[src/rtl/err_irq_pkg.sv]
// Shared constants for the error interrupt status collector.
// Assumes a byte-addressed register port with 32-bit words.
package err_irq_pkg;
    localparam int N_SRC = 6;

    // Fixed source positions
    localparam int SRC_SYS    = 0;
    localparam int SRC_FATAL  = 1;
    localparam int SRC_NONFAT = 2;
    localparam int SRC_CORR   = 3;
    localparam int SRC_TAGLK  = 4;
    localparam int SRC_ECRC   = 5;

    localparam logic [N_SRC-1:0] FATAL_CLASS = N_SRC'((1 << SRC_FATAL) | (1 << SRC_TAGLK));

    // Register offsets from the block base
    localparam int OFF_RAW    = 'h0;
    localparam int OFF_MASKED = 'h4;
    localparam int OFF_EN_SET = 'h8;
    localparam int OFF_EN_CLR = 'hC;
endpackage

[src/rtl/err_status_bank.sv]
// Sticky raw status: one flop per source.
// Assumes events are single-cycle pulses. A set wins over a clear in the same cycle.
module err_status_bank #(
    parameter int N = 6
) (
    input  logic         clk,
    input  logic         rst_n,
    input  logic [N-1:0] evt,
    input  logic [N-1:0] clr,
    output logic [N-1:0] raw_q
);
    for (genvar i = 0; i < N; i++) begin : g_bit
        // Capture event, else honour write-one-to-clear
        always_ff @(posedge clk) begin
            if (!rst_n)      raw_q[i] <= 1'b0;
            else if (evt[i]) raw_q[i] <= 1'b1;
            else if (clr[i]) raw_q[i] <= 1'b0;
        end
    end
endmodule

[src/rtl/err_enable_reg.sv]
// Enable mask updated through separate set and clear strobes.
// Assumes set and clear never arrive in the same cycle. If they do, clear wins.
module err_enable_reg #(
    parameter int N = 6
) (
    input  logic         clk,
    input  logic         rst_n,
    input  logic [N-1:0] set_m,
    input  logic [N-1:0] clr_m,
    output logic [N-1:0] en_q
);
    // Apply set bits, then clear bits
    always_ff @(posedge clk) begin
        if (!rst_n) en_q <= '0;
        else        en_q <= (en_q | set_m) & ~clr_m;
    end
endmodule

[src/rtl/err_irq_combine.sv]
// Masks raw status and reduces it to the interrupt and fatal outputs.
// Purely combinational. The fatal class is a fixed bit mask.
module err_irq_combine #(
    parameter int           N     = 6,
    parameter logic [N-1:0] FMASK = '0
) (
    input  logic [N-1:0] raw,
    input  logic [N-1:0] en,
    output logic [N-1:0] masked,
    output logic         irq,
    output logic         fatal
);
    // Gate each source by its enable and reduce
    always_comb begin
        masked = raw & en;
        irq    = |masked;
        fatal  = |(masked & FMASK);
    end
endmodule

[src/rtl/err_irq_collector.sv]
// Top level: decodes the register port and wires status, enable and combine.
// Assumes reads return data in the same cycle and that writes take effect at the next edge.
module err_irq_collector
    import err_irq_pkg::*;
#(
    parameter int                ADDR_W    = 12,
    parameter int                DATA_W    = 32,
    parameter logic [ADDR_W-1:0] BASE_ADDR = ADDR_W'('h1C0)
) (
    input  logic              clk,
    input  logic              rst_n,
    input  logic [N_SRC-1:0]  err_evt_i,
    input  logic              bus_wr_i,
    input  logic [ADDR_W-1:0] bus_addr_i,
    input  logic [DATA_W-1:0] bus_wdata_i,
    output logic [DATA_W-1:0] bus_rdata_o,
    output logic              err_irq_o,
    output logic              err_fatal_o
);
    localparam logic [ADDR_W-1:0] A_RAW    = BASE_ADDR + ADDR_W'(OFF_RAW);
    localparam logic [ADDR_W-1:0] A_MASKED = BASE_ADDR + ADDR_W'(OFF_MASKED);
    localparam logic [ADDR_W-1:0] A_EN_SET = BASE_ADDR + ADDR_W'(OFF_EN_SET);
    localparam logic [ADDR_W-1:0] A_EN_CLR = BASE_ADDR + ADDR_W'(OFF_EN_CLR);
    localparam int                PAD_W    = DATA_W - N_SRC;

    logic [N_SRC-1:0] raw_q, en_q, masked;
    logic [N_SRC-1:0] stat_clr, en_set, en_clr, wbits;
    logic             hit_stat;
    logic             unused_wdata;

    assign wbits        = bus_wdata_i[N_SRC-1:0];
    assign unused_wdata = ^bus_wdata_i[DATA_W-1:N_SRC];

    // Write decode into per-register bit strobes
    always_comb begin
        hit_stat = bus_wr_i && (bus_addr_i == A_RAW || bus_addr_i == A_MASKED);
        stat_clr = hit_stat ? wbits : '0;
        en_set   = (bus_wr_i && bus_addr_i == A_EN_SET) ? wbits : '0;
        en_clr   = (bus_wr_i && bus_addr_i == A_EN_CLR) ? wbits : '0;
    end

    err_status_bank #(.N(N_SRC)) u_stat (
        .clk   (clk),
        .rst_n (rst_n),
        .evt   (err_evt_i),
        .clr   (stat_clr),
        .raw_q (raw_q)
    );

    err_enable_reg #(.N(N_SRC)) u_en (
        .clk   (clk),
        .rst_n (rst_n),
        .set_m (en_set),
        .clr_m (en_clr),
        .en_q  (en_q)
    );

    err_irq_combine #(.N(N_SRC), .FMASK(FATAL_CLASS)) u_comb (
        .raw    (raw_q),
        .en     (en_q),
        .masked (masked),
        .irq    (err_irq_o),
        .fatal  (err_fatal_o)
    );

    // Read mux; unmapped addresses return zero
    always_comb begin
        unique case (bus_addr_i)
            A_RAW:              bus_rdata_o = {{PAD_W{1'b0}}, raw_q};
            A_MASKED:           bus_rdata_o = {{PAD_W{1'b0}}, masked};
            A_EN_SET, A_EN_CLR: bus_rdata_o = {{PAD_W{1'b0}}, en_q};
            default:            bus_rdata_o = '0;
        endcase
    end
endmodule

[config.mk]
export PLATFORM = sky130hd
export DESIGN_NAME = err_irq_collector
export DESIGN_NICKNAME = d
export VERILOG_FILES = /design/src/rtl/err_irq_pkg.sv /design/src/rtl/err_status_bank.sv /design/src/rtl/err_enable_reg.sv /design/src/rtl/err_irq_combine.sv /design/src/rtl/err_irq_collector.sv
export SDC_FILE = /design/constraint.sdc
export NUM_CORES = 1
export LEC_CHECK = 0
export CAP_MARGIN = 5
export CORE_MARGIN = 5
export CORE_UTILIZATION = 32
export CTS_BUF_LIST = sky130_fd_sc_hd__clkbuf_4 sky130_fd_sc_hd__clkbuf_8 sky130_fd_sc_hd__clkbuf_16
export DETAILED_ROUTE_END_ITERATION = 10
export GPL_ROUTABILITY_DRIVEN = 0
export PLACE_DENSITY = 0.84
export SYNTH_ARGS = -nofsm -noshare
export SYNTH_HDL_FRONTEND = slang
export SYNTH_SLANG_ARGS = --single-unit
[constraint.sdc]
create_clock -name clk -period 1.6 [get_ports clk]
set_input_delay 0.24 -clock clk [delete_from_list [all_inputs] [get_ports clk]]
set_output_delay 0.24 -clock clk [all_outputs]
set_load 0.01 [all_outputs]
## Word-level counts from Yosys, hierarchy flattened

Cells that the tools add are included.

| storage, ports and cells | value |
|---|---|
| RAM bits | 0 |
| memory bits (read-only) | 0 |
| input bits | 53 |
| bits in registers | 12 |
| word-level logic and storage cells | 44 |
| bits in latches | 0 |
| output and inout bits | 34 |
| memories | 0 |

| operators by class | value |
|---|---|
| reductions and logical operators | 13 |
| shift-type cells | 0 |
| add/sub/neg operators | 0 |
| div/mod/pow operators | 0 |
| eq/ne operators | 4 |
| multiply operators | 0 |
| mux-type cells | 16 |
| bitwise logic cells | 4 |
| magnitude comparators | 0 |

Operators with widths:

| cell | number |
|---|---|
| $eq A12 B9 Y1 const B | 4 |
| $mux W6 | 3 |
| $pmux W6 S3 | 1 |
| $and A6 B6 Y6 | 2 |
| $mux W1 | 12 |
| $reduce_bool A2 Y1 | 6 |
| $not A6 Y6 | 1 |
| $or A6 B6 Y6 | 1 |
| $reduce_or A6 Y1 | 1 |
| $reduce_or A2 Y1 | 2 |
| $logic_and A1 B1 Y1 | 3 |
| $logic_or A1 B1 Y1 | 1 |

## Logic depth before layout (Yosys ltp)

| logic depth | value |
|---|---|
| depth in word-level cells | 6 |
| mapped depth | 5 |

## By module

A second synthesis with hierarchy kept.

| unflattened totals | value |
|---|---|
| cell total of the unflattened synthesis | 124 |
| area, all modules | 1112.3 um^2 |

Modules (own cells, without submodules):

| module | cells an instance | instances | sequential area each (um^2) | area each (um^2) |
|---|---|---|---|---|
| err_irq_collector | 79 | 1 | 0.0 | 584.3 |
| err_status_bank | 18 | 1 | 120.1 | 247.7 |
| err_enable_reg | 18 | 1 | 120.1 | 217.7 |
| err_irq_combine | 9 | 1 | 0.0 | 62.6 |

## Worst setup path before layout

No wires, ideal clock.

| timing path | value |
|---|---|
| path type | input to output |
| start | input port bus_addr_i[11] |
| end | output port bus_rdata_o[0] |
| required time | 1.360 ns |
| stages on the path | 3 |
| buffers on the path | 0 |
| arrival time | 1.071 ns |
| slack | 0.289 ns |
| cells stage by stage | nor4_4 -> nand3_1 -> nor2_1 |

| on the way | value |
|---|---|
| longest elaborated chain between the ends | 3 |

RTL lines:

| what | RTL line | source |
|---|---|---|
| from (decl) | err_irq_collector.sv:14 | `input logic [ADDR_W-1:0] bus_addr_i,` |
| $eq A12 B9 Y1 | err_irq_collector.sv:68 | `unique case (bus_addr_i)` |
| $reduce_or A2 Y1 | err_irq_collector.sv:68 |  |
| $pmux W6 S3 * | err_irq_collector.sv:68 |  |
| to (decl) | err_irq_collector.sv:16 | `output logic [DATA_W-1:0] bus_rdata_o,` |

Every way passes the cells marked *; elsewhere a longest branch is shown, timed or not.

## Final worst setup path

| timing path | value |
|---|---|
| start | input port bus_addr_i[2] |
| end | output port bus_rdata_o[4] |

Same word-level chain as after synthesis.

==> summary.txt <==
Run status
  • Outcome: complete, no violations

Logic synthesis
  • Netlist cell types: 23
  • Post-synth EDFFs: 0
  • Most common flop cell mapped by yosys: dfxtp_1
  • Synthesized area per cell: 8.12 sq um
  • Most common cell in the synthesized netlist: buf_4
  • Mapped Cells: 111
  • Seq cells post-synth: 12
  • Top-area cell type share of the netlist area: 0.267
  • Post-synthesis sequential area ratio: 0.267
  • Area leader, netlist: dfxtp_1
  • FFs w/ async S/R, synth: 0
  • Post-Syn Area: 901 sq um
  • Synth Warn #: 0
  • Synth area leaders: dfxtp_1, buf_4, mux2i_1, nor2_1, a41oi_1
  • Synth cell count leaders: buf_4, nor2_1, dfxtp_1, and2_1, nand2_1

Timing
  • Final min period: 1.52 ns
  • Final setup vio count: 0
  • Final hold vios: 0
  • Setup TNS Final: 0 ns
  • Max Fclk: 0.656 GHz
  • RSZ-0062 raised after global routing: false
  • Final setup margin: 0.0757 ns
  • Final Skew: 0 ns
  • Minimum hold slack: 0.481 ns
  • Final Max Slew Viols: 0
  • Final Cycle Share: 0.953

Routing
  • Metal3 WL: 253 um
  • Metal-1 WL: 977 um
  • Met2 WL: 1.27 mm
  • Drt drc: 0
  • Vias per cell: 4.89
  • Average wire per standard cell: 13.4 um
  • Routed Antenna Nets: 0
  • Via Count: 920
  • Iter 0 DRT Violations: 33
  • Drt pass-1 iters: 4
  • DRT Wirelength: 2.52 mm
  • Max Used Layer: met4

CTS
  • Hold buffer count at CTS: 0
  • Worst-path clk slew: 0.09 ns
  • CTS HTree Levels: 1
  • TritonCTS clock tree: done
  • Cts bufs inserted: 3
  • Root Driver: clkbuf_4
  • Clock sink total: 12
  • Clock Latency Late Sink: 0.28 ns
  • Max Buffers Root-to-Sink: 2

Power
  • Static Leak: 0.608 nW
  • VDD IR max: 0.000571 V
  • PwrDens: 574 nW/um^2
  • Overall power after layout: 0.000744 W

Placement
  • Place WS: -0.623 ns
  • DP HPWL: 1.91 mm
  • DP Area: 1250 sq um
  • Port Buffers: 34

Floorplan
  • CORE AREA: 2730 sq um
  • Die X: 63.1 um
  • Cell row count: 19
  • Die Ht: 63.1 um
  • DIE AREA: 3980 sq um
  • IO Count: 87
  • Initial cell density of the core: 0.330

Setup path
  • Crit path max fanout: 6
  • Crit-path cells: clkdlybuf4s50_1 -> nor2_1 -> buf_4 -> o22ai_1 -> nor2_2 -> buf_2
  • Critical path class: in2out
  • Arrival time at the worst endpoint: 1.28 ns
  • Slowest stage delay, CP: 0.48 ns
  • CP Capture Type: output port
  • Crit-path slowest cell: clkdlybuf4s50_1
  • Req. time, crit path: 1.36 ns
  • CP Launch Type: input pin

Cells and area
  • # fillers: 270
  • Final nets: 211
  • Antenna Cells: 0
  • Fin area: 1300 sq um
  • Syn-to-layout area delta: 43.9%
  • Fraction of layout cells with a size suffix above 1: 0.248

Global route
  • Largest net degree at the start of global routing: 13
  • Vias in the first global route: 945
  • GRT Total Usage: 0.122
  • Global route total overflow: 0
  • First-pass GRT wire length: 3.97 mm
  • Antenna violations before repair: 0

Run
  • Max-Cap Viols: 0

Worst hold path
  • Worst hold-check path type: reg2reg
[sequential cells by signal, indices dropped and copies added (netlist names)]
| register | flops |
|---|---|
| u_en.en_q | 6 |
| u_stat.raw_q | 6 |
[placed cells by master (no fill, tap or decap), types with 3 or more instances in the layout]
cell type	instances
clkdlybuf4s50_1	17
buf_2	5
mux2i_1	6
o21ai_0	6
nor2_2	4
dlygate4sd2_1	6
o22ai_1	4
nor2_1	9
clkbuf_4	3
dfxtp_1	11
and2_1	7
conb_1	26
nand2_1	7
a41oi_1	5
buf_4	14
nand4_1	6
[metrics by stage]
| step | util | instances |
|---|---|---|
| global placement | 0.457 | 183 |
| CTS | 0.463 | 188 |
| floorplan | - | 136 |
| finish | 0.474 | 188 |
| global route | 0.474 | 188 |
| detailed placement | 0.457 | 183 |
[worst paths after layout]
check                  start               to  slack, ns  cells past startpoint
min reg2reg     u_en.en_q[2]     u_en.en_q[2]       0.48                      2
min             u_en.en_q[2]     u_en.en_q[2]       0.48                      2
max reg2reg  u_stat.raw_q[5]  u_stat.raw_q[5]       0.85                      2
max            bus_addr_i[2]   bus_rdata_o[4]       0.08                      6
[metal layers]
| layer | vias up | track usage |
|---|---|---|
| li1 | 439 | - |
| met5 | - | 0 |
| met3 | 4 | 0.0409 |
| met2 | 52 | 0.209 |
| met4 | 0 | 0.0424 |
| met1 | 425 | 0.139 |
[worst max-delay path, delay by kind of cell]
family	cells	cell delay, ns
buf+inv	3	0.78
compound gates	1	0.17
simple gates	2	0.09
[area by class of cell]
| type | count | area, sq um | share of cell area |
|---|---|---|---|
| Multi-Input combinational cell | 92 | 562 | 0.433 |
| Timing Repair Buffer | 49 | 418 | 0.322 |
| Sequential cell | 12 | 241 | 0.186 |
| Tap cell | 31 | 38.8 | 0.0299 |
| Clock buffer | 4 | 36.3 | 0.0280 |
[power breakdown]
group	internal, W	total (W)	switching, W	leakage (nW)
combinational	0.0000853	0.000171	0.0000855	0.488
clock	0.000138	0.000254	0.000115	0.0210
sequential	0.000310	0.000319	0.00000974	0.0988
total	0.000533	0.000744	0.000210	0.608
[what timing repair did]
item,4_1_cts,5_1_grt
endpoints found under the setup margin,8,8
buffers inserted,1,0
resized for setup,39,14
pin swaps,5,3
[kinds of logic (layout without fill, tap and decap cells)]
family | after synthesis | after routing | synth area share
and+or+nand+nor | 39 | 39 | 0.239
DFF | 12 | 12 | 0.267
buffers and inverters | 32 | 53 | 0.254
AOI/OAI and AO/OA | 21 | 21 | 0.169
muxes | 6 | 6 | 0.0667
other | 1 | 26 | 0.00416
(Power assumes the default switching activity.)
